$ cat src/rtl/pgwalk_pkg.sv
package pgwalk_pkg;
   typedef enum logic [1:0] {
      WS_IDLE = 2'd0,
      WS_DIR  = 2'd1,
      WS_TBL  = 2'd2,
      WS_DONE = 2'd3
   } walk_state_t;

   localparam logic LVL_DIR = 1'b0;
   localparam logic LVL_TBL = 1'b1;
endpackage

$ cat src/rtl/pgwalk_base_reg.sv
module pgwalk_base_reg #(
   parameter int ADDR_W = 32
) (
   input  logic              clk,
   input  logic              rst_n,
   input  logic              wr_en,
   input  logic [ADDR_W-1:0] wr_data,
   input  logic              wr_allow,
   output logic [ADDR_W-1:0] base
);
   always_ff @(posedge clk) begin
      if (!rst_n) begin
         base <= '0;
      end else if (wr_en && wr_allow) begin
         base <= wr_data;
      end
   end
endmodule

$ cat src/rtl/pgwalk_addr_gen.sv
module pgwalk_addr_gen #(
   parameter int ADDR_W      = 32,
   parameter int DIR_W       = 10,
   parameter int TBL_W       = 10,
   parameter int OFF_W       = 12,
   parameter int ENTRY_BYTES = 4
) (
   input  logic [ADDR_W-1:0]       base,
   input  logic [DIR_W-1:0]        dir_idx,
   input  logic [TBL_W-1:0]        tbl_idx,
   input  logic [ADDR_W-OFF_W-1:0] pde_frame,
   input  logic                    sel_tbl,
   output logic [ADDR_W-1:0]       mem_addr
);
   localparam int ENTRY_SHIFT = $clog2(ENTRY_BYTES);
   localparam bit ENTRY_POW2  = ((ENTRY_BYTES & (ENTRY_BYTES - 1)) == 0);

   logic [ADDR_W-1:0] dir_off;
   logic [ADDR_W-1:0] tbl_off;
   logic [ADDR_W-1:0] tbl_base;

   generate
      if (ENTRY_POW2) begin : g_shift
         assign dir_off = ADDR_W'(dir_idx) << ENTRY_SHIFT;
         assign tbl_off = ADDR_W'(tbl_idx) << ENTRY_SHIFT;
      end else begin : g_mult
         assign dir_off = ADDR_W'(dir_idx) * ADDR_W'(ENTRY_BYTES);
         assign tbl_off = ADDR_W'(tbl_idx) * ADDR_W'(ENTRY_BYTES);
      end
   endgenerate

   assign tbl_base = {pde_frame, {OFF_W{1'b0}}};

   always_comb begin
      if (sel_tbl) begin
         mem_addr = tbl_base + tbl_off;
      end else begin
         mem_addr = base + dir_off;
      end
   end
endmodule

$ cat src/rtl/pgwalk_ctrl.sv
module pgwalk_ctrl
   import pgwalk_pkg::*;
#(
   parameter int ADDR_W = 32,
   parameter int DIR_W  = 10,
   parameter int TBL_W  = 10,
   parameter int OFF_W  = 12
) (
   input  logic                    clk,
   input  logic                    rst_n,
   input  logic                    req_valid,
   input  logic [ADDR_W-1:0]       req_vaddr,
   output logic                    req_ready,
   input  logic                    rsp_valid,
   input  logic                    rsp_present,
   input  logic [ADDR_W-OFF_W-1:0] rsp_frame,
   output logic                    mem_req,
   output logic                    sel_tbl,
   output logic [DIR_W-1:0]        dir_idx,
   output logic [TBL_W-1:0]        tbl_idx,
   output logic [ADDR_W-OFF_W-1:0] pde_frame,
   output logic                    done_valid,
   output logic [ADDR_W-1:0]       done_paddr,
   output logic                    done_fault,
   output logic                    done_fault_lvl,
   output walk_state_t             state
);
   localparam int FRAME_W = ADDR_W - OFF_W;

   logic [ADDR_W-1:0]  vaddr_q;
   logic [FRAME_W-1:0] frame_q;

   always_ff @(posedge clk) begin
      if (!rst_n) begin
         state          <= WS_IDLE;
         vaddr_q        <= '0;
         frame_q        <= '0;
         done_paddr     <= '0;
         done_fault     <= 1'b0;
         done_fault_lvl <= LVL_DIR;
      end else begin
         case (state)
            WS_IDLE: begin
               if (req_valid) begin
                  vaddr_q        <= req_vaddr;
                  done_paddr     <= '0;
                  done_fault     <= 1'b0;
                  done_fault_lvl <= LVL_DIR;
                  state          <= WS_DIR;
               end
            end
            WS_DIR: begin
               if (rsp_valid) begin
                  if (!rsp_present) begin
                     done_fault     <= 1'b1;
                     done_fault_lvl <= LVL_DIR;
                     done_paddr     <= '0;
                     state          <= WS_DONE;
                  end else begin
                     frame_q <= rsp_frame;
                     state   <= WS_TBL;
                  end
               end
            end
            WS_TBL: begin
               if (rsp_valid) begin
                  if (!rsp_present) begin
                     done_fault     <= 1'b1;
                     done_fault_lvl <= LVL_TBL;
                     done_paddr     <= '0;
                  end else begin
                     done_fault     <= 1'b0;
                     done_fault_lvl <= LVL_DIR;
                     done_paddr     <= {rsp_frame, vaddr_q[OFF_W-1:0]};
                  end
                  state <= WS_DONE;
               end
            end
            default: begin
               state <= WS_IDLE;
            end
         endcase
      end
   end

   assign req_ready  = (state == WS_IDLE);
   assign mem_req    = (state == WS_DIR) || (state == WS_TBL);
   assign sel_tbl    = (state == WS_TBL);
   assign done_valid = (state == WS_DONE);
   assign dir_idx    = vaddr_q[ADDR_W-1 -: DIR_W];
   assign tbl_idx    = vaddr_q[OFF_W +: TBL_W];
   assign pde_frame  = frame_q;
endmodule

$ cat src/rtl/pgwalk_top.sv
module pgwalk_top
   import pgwalk_pkg::*;
#(
   parameter int ADDR_W      = 32,
   parameter int DIR_W       = 10,
   parameter int TBL_W       = 10,
   parameter int OFF_W       = 12,
   parameter int ENTRY_W     = 32,
   parameter int ENTRY_BYTES = 4,
   parameter int PRESENT_BIT = 0
) (
   input  logic              clk,
   input  logic              rst_n,
   input  logic              base_wr_en,
   input  logic [ADDR_W-1:0] base_wr_data,
   input  logic              req_valid,
   input  logic [ADDR_W-1:0] req_vaddr,
   output logic              req_ready,
   output logic              mem_req,
   output logic [ADDR_W-1:0] mem_addr,
   input  logic              mem_rsp_valid,
   input  logic [ENTRY_W-1:0] mem_rsp_data,
   output logic              done_valid,
   output logic [ADDR_W-1:0] done_paddr,
   output logic              done_fault,
   output logic              done_fault_lvl
);
   localparam int FRAME_W = ADDR_W - OFF_W;

   generate
      if (ADDR_W != DIR_W + TBL_W + OFF_W) begin : g_bad_split
         $error("pgwalk_top: index and offset widths must sum to ADDR_W");
      end
      if (ENTRY_W < FRAME_W) begin : g_bad_entry
         $error("pgwalk_top: entry too narrow to hold a frame number");
      end
      if (PRESENT_BIT >= ENTRY_W - FRAME_W) begin : g_bad_present
         $error("pgwalk_top: present flag overlaps the frame field");
      end
   endgenerate

   logic [ADDR_W-1:0]  base_q;
   logic [DIR_W-1:0]   dir_idx;
   logic [TBL_W-1:0]   tbl_idx;
   logic [FRAME_W-1:0] pde_frame;
   logic               sel_tbl;
   logic               rsp_present;
   logic [FRAME_W-1:0] rsp_frame;
   walk_state_t        walk_state;
   logic               unused_rsp;

   assign rsp_present = mem_rsp_data[PRESENT_BIT];
   assign rsp_frame   = mem_rsp_data[ENTRY_W-1 -: FRAME_W];
   assign unused_rsp  = ^mem_rsp_data;

   pgwalk_base_reg #(.ADDR_W(ADDR_W)) u_base (
      .clk      (clk),
      .rst_n    (rst_n),
      .wr_en    (base_wr_en),
      .wr_data  (base_wr_data),
      .wr_allow (req_ready),
      .base     (base_q)
   );

   pgwalk_ctrl #(
      .ADDR_W (ADDR_W),
      .DIR_W  (DIR_W),
      .TBL_W  (TBL_W),
      .OFF_W  (OFF_W)
   ) u_ctrl (
      .clk            (clk),
      .rst_n          (rst_n),
      .req_valid      (req_valid),
      .req_vaddr      (req_vaddr),
      .req_ready      (req_ready),
      .rsp_valid      (mem_rsp_valid),
      .rsp_present    (rsp_present),
      .rsp_frame      (rsp_frame),
      .mem_req        (mem_req),
      .sel_tbl        (sel_tbl),
      .dir_idx        (dir_idx),
      .tbl_idx        (tbl_idx),
      .pde_frame      (pde_frame),
      .done_valid     (done_valid),
      .done_paddr     (done_paddr),
      .done_fault     (done_fault),
      .done_fault_lvl (done_fault_lvl),
      .state          (walk_state)
   );

   pgwalk_addr_gen #(
      .ADDR_W      (ADDR_W),
      .DIR_W       (DIR_W),
      .TBL_W       (TBL_W),
      .OFF_W       (OFF_W),
      .ENTRY_BYTES (ENTRY_BYTES)
   ) u_agen (
      .base      (base_q),
      .dir_idx   (dir_idx),
      .tbl_idx   (tbl_idx),
      .pde_frame (pde_frame),
      .sel_tbl   (sel_tbl),
      .mem_addr  (mem_addr)
   );
endmodule

$ cat config.mk
export PLATFORM = sky130hd
export DESIGN_NAME = pgwalk_top
export DESIGN_NICKNAME = d
export VERILOG_FILES = /design/src/rtl/pgwalk_pkg.sv /design/src/rtl/pgwalk_base_reg.sv /design/src/rtl/pgwalk_addr_gen.sv /design/src/rtl/pgwalk_ctrl.sv /design/src/rtl/pgwalk_top.sv
export SDC_FILE = /design/constraint.sdc
export NUM_CORES = 1
export LEC_CHECK = 0
export ABC_AREA = 1
export BUFFER_PORTS_ARGS = -buffer_cell sky130_fd_sc_hd__buf_2
export CORE_MARGIN = 2
export CORE_UTILIZATION = 56
export CTS_BUF_LIST = sky130_fd_sc_hd__clkbuf_16
export CTS_CLUSTER_SIZE = 28
export DETAILED_ROUTE_END_ITERATION = 16
export PLACE_DENSITY = 0.93
export SYNTH_ARGS = -nofsm -noshare
export SYNTH_HDL_FRONTEND = slang
export SYNTH_SLANG_ARGS = --single-unit
$ cat constraint.sdc
create_clock -name clk -period 6.3 [get_ports clk]
set_input_delay 0.945 -clock clk [delete_from_list [all_inputs] [get_ports clk]]
set_output_delay 0.945 -clock clk [all_outputs]
set_load 0.01 [all_outputs]
# == After elaboration in Yosys (flattened, before gate mapping) ==
# Cells that the tools add are included.
# totals
ff_bits,120
in_bits,101
out_inout_bits,69
# op_classes
addsub,2
n_eq_ne,7
muxes,21
n_reduce_logical,8
# op_table
op,count
$mux W32,6
$pmux W32 S3,1
$add A32 B12 Y32,2
$mux W1,8
$ne A2 B2 Y1 const B,4
$mux W2,3
$pmux W1 S3,2
$pmux W2 S3,1
$reduce_and A3 Y1,2
$reduce_and A5 Y1,1
$eq A2 B2 Y1 const B,2
$reduce_bool A3 Y1,1
$eq A2 B1 Y1 const B,1
$logic_not A2 Y1,1
$reduce_and A2 Y1,1
$logic_and A1 B1 Y1,1
$logic_or A1 B1 Y1,1

# == Depth between registers and ports, before layout ==
# logic_depth
ltp_word,3
mapped_depth,13
depth_no_buf,13

# == Cells and area by module ==
# A second synthesis with hierarchy kept.
# hier_totals
cells_unflattened,1063
area_unflattened_um2,6663.9
# by_module_without_submodules
module,n_inst,cells_each,area_per_inst_um2
pgwalk_ctrl,1,494,3633.5
pgwalk_addr_gen,1,367,1711.6
pgwalk_base_reg,1,202,1318.8

# == Worst setup path after synthesis ==
# No wires, ideal clock.
# synth_timing
path_kind,reg-to-output
from,register u_base.base[2]
to,output mem_addr[14]
arrival_ns,1.794
t_required_ns,5.355
path_slack_ns,3.561
path_stages_with_launch,10
n_path_buf,0
cell_sequence,dfxtp_1 -> ha_1 -> fa_1 -> nand3_1 -> nand3_1 -> nand3_1 -> nand3_2 -> or2_1 -> nand3_1 -> o21ai_0
# synth_via
elab_chain_len,2
# synth_rtl
element,line_no,source
"start, declared",pgwalk_base_reg.sv:9,output logic [ADDR_W-1:0] base
"start signal, assigned",pgwalk_base_reg.sv:15,base <= wr_data;
$add A32 B12 Y32,pgwalk_addr_gen.sv:38,mem_addr = base + dir_off;
$mux W32,pgwalk_addr_gen.sv:35,if (sel_tbl) begin
"end, declared",pgwalk_top.sv:20,"output logic [ADDR_W-1:0] mem_addr,"
# Every way passes these cells.

# == Final worst setup path ==
# Same ends and word-level chain as after synthesis.

==> flow_summary.json <==
{
  "p_clk_frac": 0.304,
  "post-route-period-util": 0.5627,
  "syn_nets": 1002,
  "grt_first_pass_wirelength_microns": 27190,
  "routed_wirelength_microns": 16610,
  "startpoint_type": "flip-flop",
  "postCtsSetupRepairBufs": 0,
  "yosysWarnings": 0,
  "status": "complete, no violations",
  "post_synth.cell_area_avg_sq_um": 6.701,
  "p_int_uw": 1834,
  "detailroute.via_count": 6247,
  "most_frequently_used_cell_type_in_the_post_synthesis_netlist": "sky130_fd_sc_hd__nand2_1",
  "p_switching_uw": 1206,
  "gpl_wtd_cong": 0.9141,
  "finalSetupViolations": 0,
  "x_dimension_of_the_die_microns": 107.0,
  "p_sw_frac": 0.3966,
  "post_route_cells_drive_above_1_share": 0.2035,
  "die_footprint_sq_um": 11440,
  "first_global_vias": 5901,
  "grt_max_degree": 89,
  "worst-r2r-setup-slack_ns": 3.68,
  "cts_sinks": 120,
  "clkTransAtPathRegs_ns": 0.06,
  "finalNonFillerCells": 1173,
  "met2_track_usage_gr": 0.5068,
  "hold_violations": 0,
  "worst-path-max-fanout": 8,
  "synth_ff_type": "sky130_fd_sc_hd__dfxtp_1",
  "async_flop_share": 0,
  "grt.met1_usage": 0.3610,
  "clkLatencyLatePin_ns": 0.42,
  "worst_pin_slew_ns": 1.045,
  "critical_path_class": "reg2out",
  "globalRouteTotalUtil": 0.2994,
  "r2r_start": "u_ctrl.state[0]",
  "number_of_antenna_violations_at_the_first_check_in_global_routing": 0,
  "hold_endpoint": "u_ctrl.pde_frame[15]",
  "max-cap-violations": 0,
  "power_per_cell_area_nw_per_um2": 416.4,
  "finClkSkew_ns": 0.008445,
  "fmax_mhz": 282.1,
  "timing.max_slew.rel_slack": 0.3023,
  "worst_hold_startpoint": "u_ctrl.pde_frame[15]",
  "timing.hold.worst.class": "reg2reg",
  "floorplan.io_pins": 170,
  "first_pass_iters": 11,
  "drt-wirelength-per-cell_microns": 14.16,
  "rows": 37,
  "synth_largest_area_cell": "sky130_fd_sc_hd__dfxtp_1",
  "drc": 0,
  "synth.yosys.seq_area_share": 0.4046,
  "post_cts.resized_instances": 0,
  "utilization": 0.7071,
  "initial_core_util": 0.5751,
  "synth_commonest_cells": "195 x sky130_fd_sc_hd__nand2_1, 128 x sky130_fd_sc_hd__nor2_1, 120 x sky130_fd_sc_hd__dfxtp_1",
  "worstReg2RegEnd": "u_ctrl.done_paddr[25]",
  "signal_arrival_time_at_the_worst_endpoint_ns": 2.60,
  "area.growth.synth_to_final_pct": 22.95,
  "vias_per_cell": 5.326,
  "buffer_ports.inserted": 158,
  "synth.top_cells.by_area": "sky130_fd_sc_hd__dfxtp_1 40%, sky130_fd_sc_hd__nand2_1 12%, sky130_fd_sc_hd__o21ai_0 8.4%, sky130_fd_sc_hd__nor2_1 8.1%, sky130_fd_sc_hd__nand3_1 7.1%",
  "cts-buffers-inserted": 17,
  "die-height_microns": 107.0,
  "setup_total_negative_slack_ns": 0,
  "netlist_instances": 886,
  "netlist.area_leader.share": 0.4046,
  "grt_setup_unrepaired": "no",
  "tritoncts": "done",
  "cts-root-to-sink-buffers": 2,
  "total_leakage_power_uw": 0.003446,
  "grt_util_met3": 0.08450,
  "finalCriticalPeriod_ns": 3.545,
  "max-vdd-ir-drop_uv": 272.0,
  "worst_setup_path_end_kind": "output pin",
  "power_frac_comb": 0.363,
  "dp_cells": 1142,
  "sequentialPowerShare": 0.333,
  "ys_types": 34,
  "clock_tree.root_cell": "sky130_fd_sc_hd__clkbuf_16",
  "violation_count_after_the_first_detailed_route_iteration": 403,
  "synth-seq-cells": 120,
  "layout.nets": 1141,
  "half_perimeter_wire_length_after_placement_microns": 11590,
  "busiest_layer": "met2",
  "maxSlewViolCount": 0,
  "synth-edff-count": 0,
  "ant_nets": 0,
  "grt_remaining_overflow": 0,
  "r2r.worst_path.cells": 9,
  "syn-cell-area_sq_um": 5937,
  "cts-htree-levels": 4,
  "antenna_cells": 0,
  "cts-hold-fix-buffers": 0,
  "crit_required_ns": 5.35,
  "core_sq_um": 10320,
  "whs_path_depth": 2
}
[power groups by stage]
stage | registers (uW) | clock network (uW) | logic (uW)
6_report | 1010 | 924 | 1100
5_1_grt | 1030 | 962 | 1240
4_1_cts | 1010 | 926 | 1100
3_5_place_dp | 1020 | 0 | 1090
3_3_place_gp | 1020 | 0 | 1070
2_1_floorplan | 1000 | 0 | 795
[cell usage in the layout (no fill, tap or decap), types with 2 or more instances in the layout]
cell type	Yosys	layout
sky130_fd_sc_hd__a21oi_1	74	74
sky130_fd_sc_hd__o21ai_0	100	100
sky130_fd_sc_hd__nor2_1	128	128
sky130_fd_sc_hd__or2_1	4	4
sky130_fd_sc_hd__buf_2	10	158
sky130_fd_sc_hd__inv_2	2	2
sky130_fd_sc_hd__clkinv_4	0	2
sky130_fd_sc_hd__or2_2	5	5
sky130_fd_sc_hd__nand3b_1	4	4
sky130_fd_sc_hd__dfxtp_1	120	120
sky130_fd_sc_hd__clkinv_1	1	3
sky130_fd_sc_hd__nor3_1	6	6
sky130_fd_sc_hd__nand2_1	195	195
sky130_fd_sc_hd__bufinv_16	0	2
sky130_fd_sc_hd__ha_1	14	14
sky130_fd_sc_hd__clkinv_2	0	3
sky130_fd_sc_hd__nand4_1	7	7
sky130_fd_sc_hd__nand3_2	3	3
sky130_fd_sc_hd__clkinvlp_4	0	3
sky130_fd_sc_hd__xnor2_1	2	2
sky130_fd_sc_hd__buf_4	0	5
sky130_fd_sc_hd__and2_1	3	3
sky130_fd_sc_hd__nand3_1	84	84
sky130_fd_sc_hd__clkbuf_16	0	17
sky130_fd_sc_hd__inv_1	79	80
[cell type report]
| cell class | count | area [sq um] |
|---|---|---|
| multi-input cells | 640 | 3024 |
| clock inverters | 14 | 135.1 |
| clock buffers | 17 | 425.4 |
| well taps | 136 | 170.2 |
| inverters | 83 | 314.1 |
| fillers | 868 | 3024 |
| flip-flops and latches | 120 | 2402 |
| repair buffers | 163 | 828.3 |
[per-layer routing]
layer  vias up  wire length [microns]  share of wire
met3        33                   1345          0.081
met5         -                      0              0
li1       3151                      -              -
met1      2834                   6942           0.42
met2       229                   7987           0.48
met4         0                    337          0.020
[kinds of logic (layout without fill, tap and decap cells)]
| family | count (synthesis) | in the layout | share of synthesized area |
|---|---|---|---|
| AND/OR/NAND/NOR | 443 | 443 | 0.3159 |
| AO/OA/AOI/OAI | 180 | 180 | 0.1576 |
| buffers and inverters | 126 | 277 | 0.08598 |
| flip-flops | 120 | 120 | 0.4046 |
| adder cells (fa/ha/maj) | 15 | 15 | 0.03288 |
| XOR/XNOR | 2 | 2 | 0.002951 |
[critical path, stage by stage, from the launching register on]
cell and delay, ns:
sky130_fd_sc_hd__dfxtp_1 0.31, sky130_fd_sc_hd__ha_1 0.26, sky130_fd_sc_hd__fa_1 0.45, sky130_fd_sc_hd__nand3_1 0.11, sky130_fd_sc_hd__nand3_1 0.15, sky130_fd_sc_hd__nand3_1 0.13, sky130_fd_sc_hd__nand3_2 0.17, sky130_fd_sc_hd__or2_1 0.27
sky130_fd_sc_hd__nand3_1 0.08, sky130_fd_sc_hd__o21ai_0 0.09, sky130_fd_sc_hd__buf_2 0.17
[sequential cells by signal (all words and copies together) (netlist names)]
name                   flops
u_ctrl.vaddr_q            32
u_ctrl.pde_frame          20
u_ctrl.done_paddr         32
u_base.base               32
u_ctrl.done_fault          1
u_ctrl.done_fault_lvl      1
u_ctrl.state               2
[per-stage QoR]
stage                     hold slack (ns)  total power (uW)  cell area [sq um]  worst slack, ns
final                              0.4435              3040               7300            2.755
after global placement             0.4329              2088               6739            3.240
after floorplan                    0.4239              1799               5937            3.561
after CTS                          0.4448              3034               7300            2.759
after detailed placement           0.4367              2111               6739            3.208
after global routing               0.4729              3228               7300            2.548
[how the worst max path moves through the flow]
| stage | depth (start not counted) | from | end |
|---|---|---|---|
| after global routing | 10 | u_base.base[2] | mem_addr[14] |
| after floorplan | 9 | u_base.base[2] | mem_addr[14] |
| final | 10 | u_base.base[2] | mem_addr[14] |
| after global placement | 10 | u_base.base[2] | mem_addr[14] |
| after CTS | 10 | u_base.base[2] | mem_addr[14] |
| after detailed placement | 10 | u_base.base[2] | mem_addr[14] |
Note: power is estimated with default switching activity, not from simulation.
